### src/rtl/tba_pkg.sv
package tba_pkg;
  localparam int unsigned TBA_MODE_W = 8;

  typedef enum logic {
    FRAME_SHORT = 1'b0,
    FRAME_LONG  = 1'b1
  } frame_e;
endpackage

### src/rtl/tba_mode_reg.sv
module tba_mode_reg
  import tba_pkg::*;
#(
  parameter int unsigned MODE_W = TBA_MODE_W
) (
  input  logic              clk,
  input  logic              rst,
  input  logic              wr_en,
  input  logic [MODE_W-1:0] wr_data,
  output frame_e            mode_sel,
  output logic [MODE_W-1:0] rd_data
);
  frame_e mode_q;

  always_ff @(posedge clk) begin
    if (rst) begin
      mode_q <= FRAME_SHORT;
    end else if (wr_en) begin
      mode_q <= frame_e'(wr_data[0]);
    end
  end

  assign mode_sel = mode_q;
  assign rd_data  = {{(MODE_W-1){1'b0}}, mode_q};

  // Upper write bits are reserved and intentionally dropped.
  logic unused_hi;
  assign unused_hi = ^wr_data[MODE_W-1:1];
endmodule

### src/rtl/tba_slot_seq.sv
module tba_slot_seq
  import tba_pkg::*;
#(
  parameter int unsigned SHORT_SLOTS = 2,
  parameter int unsigned LONG_SLOTS  = 4,
  parameter int unsigned SLOT_W      = $clog2(LONG_SLOTS)
) (
  input  logic              clk,
  input  logic              rst,
  input  logic              tick,
  input  frame_e            req_mode,
  output logic [SLOT_W-1:0] cur_slot,
  output frame_e            eff_mode
);
  localparam logic [SLOT_W-1:0] SHORT_LAST = SLOT_W'(SHORT_SLOTS - 1);
  localparam logic [SLOT_W-1:0] LONG_LAST  = SLOT_W'(LONG_SLOTS - 1);

  logic [SLOT_W-1:0] slot_q;
  frame_e            eff_q;
  logic [SLOT_W-1:0] last_slot;
  logic              at_end;

  always_comb begin
    last_slot = (eff_q == FRAME_LONG) ? LONG_LAST : SHORT_LAST;
    at_end    = (slot_q == last_slot);
  end

  always_ff @(posedge clk) begin
    if (rst) begin
      slot_q <= '0;
      eff_q  <= FRAME_SHORT;
    end else if (tick) begin
      if (at_end) begin
        slot_q <= '0;
        eff_q  <= req_mode;
      end else begin
        slot_q <= slot_q + 1'b1;
      end
    end
  end

  assign cur_slot = slot_q;
  assign eff_mode = eff_q;
endmodule

### src/rtl/tba_bus_mux.sv
module tba_bus_mux #(
  parameter int unsigned NUM_TMR = 4,
  parameter int unsigned TMR_W   = 16,
  parameter int unsigned SLOT_W  = $clog2(NUM_TMR)
) (
  input  logic                     clk,
  input  logic                     rst,
  input  logic                     grant,
  input  logic [SLOT_W-1:0]        sel,
  input  logic [NUM_TMR*TMR_W-1:0] tmr_flat,
  output logic [TMR_W-1:0]         bus_val,
  output logic                     bus_vld,
  output logic [SLOT_W-1:0]        slot_out
);
  logic [TMR_W-1:0] vals [NUM_TMR];

  for (genvar g = 0; g < NUM_TMR; g++) begin : g_unpack
    assign vals[g] = tmr_flat[g*TMR_W +: TMR_W];
  end

  always_ff @(posedge clk) begin
    if (rst) begin
      bus_val  <= '0;
      bus_vld  <= 1'b0;
      slot_out <= '0;
    end else begin
      bus_vld <= grant;
      if (grant) begin
        bus_val  <= vals[sel];
        slot_out <= sel;
      end
    end
  end
endmodule

### src/rtl/tba_strobe_dec.sv
module tba_strobe_dec #(
  parameter int unsigned NUM_TMR = 4,
  parameter int unsigned SLOT_W  = $clog2(NUM_TMR)
) (
  input  logic               clk,
  input  logic               rst,
  input  logic               grant,
  input  logic [SLOT_W-1:0]  sel,
  output logic [NUM_TMR-1:0] cnt_ok
);
  for (genvar g = 0; g < NUM_TMR; g++) begin : g_strobe
    always_ff @(posedge clk) begin
      if (rst) begin
        cnt_ok[g] <= 1'b0;
      end else begin
        cnt_ok[g] <= grant && (sel == SLOT_W'(g));
      end
    end
  end
endmodule

### src/rtl/tmr_bus_arb.sv
module tmr_bus_arb
  import tba_pkg::*;
#(
  parameter int unsigned TMR_W       = 16,
  parameter int unsigned SHORT_SLOTS = 2,
  parameter int unsigned LONG_SLOTS  = 4,
  parameter int unsigned MODE_W      = TBA_MODE_W,
  localparam int unsigned NUM_TMR    = LONG_SLOTS,
  localparam int unsigned SLOT_W     = $clog2(LONG_SLOTS)
) (
  input  logic                     clk,
  input  logic                     rst,
  input  logic                     mode_wr,
  input  logic [MODE_W-1:0]        mode_wdata,
  input  logic                     tick,
  input  logic [NUM_TMR*TMR_W-1:0] tmr_vals,
  output logic [SLOT_W-1:0]        slot_idx,
  output logic [TMR_W-1:0]         bus_val,
  output logic                     bus_vld,
  output logic [NUM_TMR-1:0]       cnt_ok,
  output logic [MODE_W-1:0]        mode_rdata
);
  frame_e            req_mode;
  frame_e            eff_mode;
  logic [SLOT_W-1:0] cur_slot;

  tba_mode_reg #(.MODE_W(MODE_W)) u_mode (
    .clk      (clk),
    .rst      (rst),
    .wr_en    (mode_wr),
    .wr_data  (mode_wdata),
    .mode_sel (req_mode),
    .rd_data  (mode_rdata)
  );

  tba_slot_seq #(
    .SHORT_SLOTS (SHORT_SLOTS),
    .LONG_SLOTS  (LONG_SLOTS),
    .SLOT_W      (SLOT_W)
  ) u_seq (
    .clk      (clk),
    .rst      (rst),
    .tick     (tick),
    .req_mode (req_mode),
    .cur_slot (cur_slot),
    .eff_mode (eff_mode)
  );

  tba_bus_mux #(
    .NUM_TMR (NUM_TMR),
    .TMR_W   (TMR_W),
    .SLOT_W  (SLOT_W)
  ) u_mux (
    .clk      (clk),
    .rst      (rst),
    .grant    (tick),
    .sel      (cur_slot),
    .tmr_flat (tmr_vals),
    .bus_val  (bus_val),
    .bus_vld  (bus_vld),
    .slot_out (slot_idx)
  );

  tba_strobe_dec #(
    .NUM_TMR (NUM_TMR),
    .SLOT_W  (SLOT_W)
  ) u_dec (
    .clk    (clk),
    .rst    (rst),
    .grant  (tick),
    .sel    (cur_slot),
    .cnt_ok (cnt_ok)
  );
endmodule

### config.mk
export PLATFORM = sky130hd
export DESIGN_NAME = tmr_bus_arb
export DESIGN_NICKNAME = d
export VERILOG_FILES = /design/src/rtl/tba_pkg.sv /design/src/rtl/tba_mode_reg.sv /design/src/rtl/tba_slot_seq.sv /design/src/rtl/tba_bus_mux.sv /design/src/rtl/tba_strobe_dec.sv /design/src/rtl/tmr_bus_arb.sv
export SDC_FILE = /design/constraint.sdc
export NUM_CORES = 1
export LEC_CHECK = 0
export BUFFER_PORTS_ARGS = -buffer_cell sky130_fd_sc_hd__buf_4
export CAP_MARGIN = 20
export CORE_MARGIN = 5
export CORE_UTILIZATION = 39
export DETAILED_ROUTE_END_ITERATION = 12
export GPL_TIMING_DRIVEN = 1
export PLACE_DENSITY = 0.78
export REMOVE_ABC_BUFFERS = 1
export SLEW_MARGIN = 15
export SYNTH_ARGS = -nofsm -noshare
export SYNTH_HDL_FRONTEND = slang
export SYNTH_SLANG_ARGS = --single-unit
### constraint.sdc
create_clock -name clk -period 1.6 [get_ports clk]
set_input_delay 0.32 -clock clk [delete_from_list [all_inputs] [get_ports clk]]
set_output_delay 0.32 -clock clk [all_outputs]
set_load 0.01 [all_outputs]
Word-level counts from Yosys, hierarchy flattened --
Index checks and enable logic that the tools add are counted.
Word-level totals: register bits 27, input port bits 76, logic and storage cells 28
Operators by class: add/sub/neg operators 1, order comparisons 1, equal/unequal tests 4, muxes and demuxes 5, bitwise logic cells 1, reductions and logical operators 6
Operators by type and width (number):
- $bmux W16 S2 | 1
- $mux W16 | 2
- $eq A2 B2 Y1 const B | 2
- $logic_and A1 B1 Y1 | 4
- $mux W2 | 2
- $ge A3 B3 Y1 const B | 1
- $not A2 Y3 | 1
- $add A2 B1 Y2 const B | 1
- $eq A2 B1 Y1 const B | 1
- $eq A2 B2 Y1 | 1
- $logic_not A2 Y1 | 1
- $reduce_and A2 Y1 | 1

Longest topological paths before layout --
word-level depth 4, mapped depth 5

By module --
From an unflattened synthesis, not the netlist that was laid out.
Second synthesis, totals: cell total of the unflattened synthesis 134, area, all modules 1511.4 sq um
Modules (own cells, without submodules):
- tba_bus_mux | times used 1, cells each 101, area each 1167.4 sq um
- tba_strobe_dec | times used 1, cells each 8, area each 130.1 sq um
- tba_slot_seq | times used 1, cells each 13, area each 116.4 sq um
- tba_mode_reg | times used 1, cells each 12, area each 97.6 sq um

Least setup slack after synthesis --
OpenSTA, ideal clock, no wires.
kind reg-to-reg, start point register u_seq.slot_q[0] (netlist: u_seq.cur_slot[0]), end point register u_mux.bus_val[0], data arrival time 1.301 ns, data required time 1.472 ns, path slack 0.172 ns, stages on the path, launching flop included 5, path through dfxtp_1 > buf_6 > mux4_2 > mux2i_1 > nor2_1
On the way: word-level cells in the longest chain between the ends 4
RTL lines:
- from (decl) | line tba_slot_seq.sv:18 | logic [SLOT_W-1:0] slot_q;
- from (signal assigned) | line tba_slot_seq.sv:37 | slot_q <= slot_q + 1'b1;
- $not A2 Y3 (not written as such) | line tba_bus_mux.sv:29 | bus_val <= vals[sel];
- $bmux W16 S2 | line tba_bus_mux.sv:29
- $mux W16 (not written as such) (2 in series) | line tba_bus_mux.sv:29
- to (signal assigned) | line tba_bus_mux.sv:29
- to (decl) | line tba_bus_mux.sv:11 | output logic [TMR_W-1:0] bus_val,
Every way passes these cells. The select of a mux whose other input is x is not followed. A chain may end at the register's enable or synchronous reset.

Worst setup path in the final report --
start point register u_seq.slot_q[0] (netlist: u_seq.cur_slot[0]), end point register u_mux.bus_val[13]
The elaborated chain is that of the path after synthesis.

==> flow_summary.json <==
{
  "fp.dieW_um": 70.8,
  "yosysWarnings": 0,
  "grt.overflow.total": 0,
  "dieArea_um2": 5020,
  "gp_congestion": 0.740,
  "grt_max_degree": 25,
  "htreeDepth": 1,
  "initialDrtViolationCount": 34,
  "cts.repair.resized": 0,
  "maxSlewViolCount": 0,
  "ios": 107,
  "min_period_ps": 1460,
  "antenna_found_initial": 0,
  "die_height_um": 70.8,
  "wl_um": 3620,
  "final.setup_skew_ps": 7.89,
  "drtPass1Iterations": 4,
  "vdd_ir_drop_max_mv": 0.355,
  "post-place-ws_ps": 87.1,
  "grt_pass1_wl_um": 5860,
  "finalHoldViolCount": 0,
  "fmax_mhz": 685,
  "power_density_nw_per_um2": 745,
  "p_switching_w": 0.000421,
  "finalWorstSetupSlack_ps": 140,
  "leakagePower_nw": 1.06,
  "track_usage": 0.143,
  "core_um2": 3630,
  "via_per_inst": 4.79,
  "crit_path_start_kind": "flip-flop",
  "post-cts-setup-buffers": 0,
  "status": "complete, no violations",
  "clk_path_buf_depth": 2,
  "grt_pass1_vias": 1277,
  "layout_common_cells": "buf_4, dfxtp_1, nor2_1",
  "p_comb_frac": 0.313,
  "hold_path_class": "in2reg",
  "post_drt_wl_per_cell_um": 14.0,
  "netlist_instances": 121,
  "io_buffers": 92,
  "slowest_stage": "mux4_1",
  "worst_ep_arrival_time_ps": 1610,
  "nets": 291,
  "num_rows": 22,
  "p_int_w": 0.00123,
  "crit_chain": "buf_12 > mux4_1 > mux2i_1 > nor2_1",
  "layout_worst_path_cycle_share": 0.912,
  "synthFlopType": "dfxtp_1",
  "avgSynthCellArea_um2": 11.9,
  "seq_power_share": 0.458,
  "synthToLayoutAreaGrowth_pct": 52.9,
  "clk_pin_slew_ps": 90,
  "numCtsBuffers": 3,
  "rsz0062_at_grt": "no",
  "critPathMaxStageDelay_ps": 560,
  "max-cap-violations": 0,
  "antenna_left": 0,
  "drive_above_1_share": 0.548,
  "final_util": 0.608,
  "dp_hpwl_um": 2860,
  "synth-seq-cells": 27,
  "drc_errors": 0,
  "required_ps": 1750,
  "final-setup-viol-count": 0,
  "post-route-cell-area_um2": 2210,
  "final_common_cell": "buf_4",
  "crit_type": "reg2reg",
  "synth_edf_count": 0,
  "vias": 1236,
  "cts_tree": "built",
  "fin_cells": 258,
  "clockPowerShare": 0.229,
  "swShare": 0.256,
  "clkSinkCount": 27,
  "postPlaceCellArea_um2": 2130,
  "ys_async_sr_fraction": 0,
  "end_kind": "flip-flop",
  "diodes": 0,
  "synthesis.area_um2": 1440,
  "cts-root-buf": "clkbuf_8",
  "synth.distinct_cells": 21,
  "critical_path_peak_fanout": 12,
  "fill_cells": 326,
  "ctsHoldBuffers": 0,
  "clk_latency_ps": 270,
  "ys_seq_area_frac": 0.374,
  "dp.cells": 253,
  "start_util": 0.397
}
[critical path: cells and delay by family, from the launching register on]
family                 cells  cell delay [ps]
buffers and inverters      1              170
flip-flops                 1              400
AND/OR/NAND/NOR            1               50
multiplexers               2              710
[cell usage after synthesis (all sizes together) (2+ instances only)]
cell type  instances  area share
dfxtp             27        0.37
nor2              20       0.052
mux2i             19        0.13
mux4              16        0.25
buf               14       0.075
and2               4       0.017
ha                 4       0.035
clkbuf             3      0.0078
inv                2      0.0052
nand2              2      0.0052
nand3              2      0.0069
o21ai              2      0.0069
[sequential cells by signal, summed over array words and instances, names as in the netlist]
register         count
u_seq.cur_slot       2
u_mux.slot_out       2
u_mux.bus_val       16
u_mode.mode_sel      1
u_mux.bus_vld        1
u_seq.eff_mode       1
u_dec.cnt_ok         4
[power by group through the flow]
stage / registers, W / clock network (W) / logic (W)
after floorplan: 0.000817 / 0 / 0.000189
after global placement: 0.000765 / 0 / 0.000500
after detailed placement: 0.000767 / 0 / 0.000511
after CTS: 0.000752 / 0.000401 / 0.000512
after global routing: 0.000762 / 0.000422 / 0.000563
final: 0.000754 / 0.000377 / 0.000516
[kinds of logic after synthesis]
kind of cell,count (synthesis),share of synthesized area
adders and majority gates,4,0.0347
DFF,27,0.374
muxes,35,0.386
and+or+nand+nor,30,0.0919
AOI/OAI and AO/OA,4,0.0165
buffers and inverters,19,0.0875
xor gates and xnor gates,1,0.00607
other,1,0.00260
[routing by layer]
| layer | part of all wire | global-route usage | vias up |
|---|---|---|---|
| met4 | 0 | 0.0313 | 0 |
| met2 | 0.51 | 0.264 | 62 |
| met3 | 0.095 | 0.0384 | 0 |
| met1 | 0.40 | 0.164 | 579 |
| li1 | - | - | 595 |
| met5 | 0 | 0 | - |
[area by class of cell]
cell class	count	area (µm²)	share of cell area
repair buffers	96	751	0.340
well taps	48	60.1	0.0272
flip-flops and latches	27	542	0.245
clock inverters	1	7.51	0.00340
multi-input cells	81	800	0.362
clock buffers	3	41.3	0.0187
inverters	2	7.51	0.00340
[metrics by stage]
step	TNS [ps]	hold slack (ps)	power (W)
2_1_floorplan	-4570	389	0.00101
3_3_place_gp	0	468	0.00127
3_5_place_dp	0	478	0.00128
4_1_cts	0	280	0.00167
5_1_grt	0	293	0.00175
6_report	0	287	0.00165
[final timing paths]
| kind | cells past startpoint | from | end | slack (ps) |
|---|---|---|---|---|
| worst max-delay path | 4 | u_seq.cur_slot[0] | u_mux.bus_val[13] | 140 |
| worst min-delay path | 3 | mode_wdata[0] | u_mode.mode_sel | 290 |
| worst max register to register | 4 | u_seq.cur_slot[0] | u_mux.bus_val[13] | 140 |
| worst min register to register | 2 | u_seq.eff_mode | u_seq.eff_mode | 490 |
No activity file was read; power rests on OpenSTA's default activity.
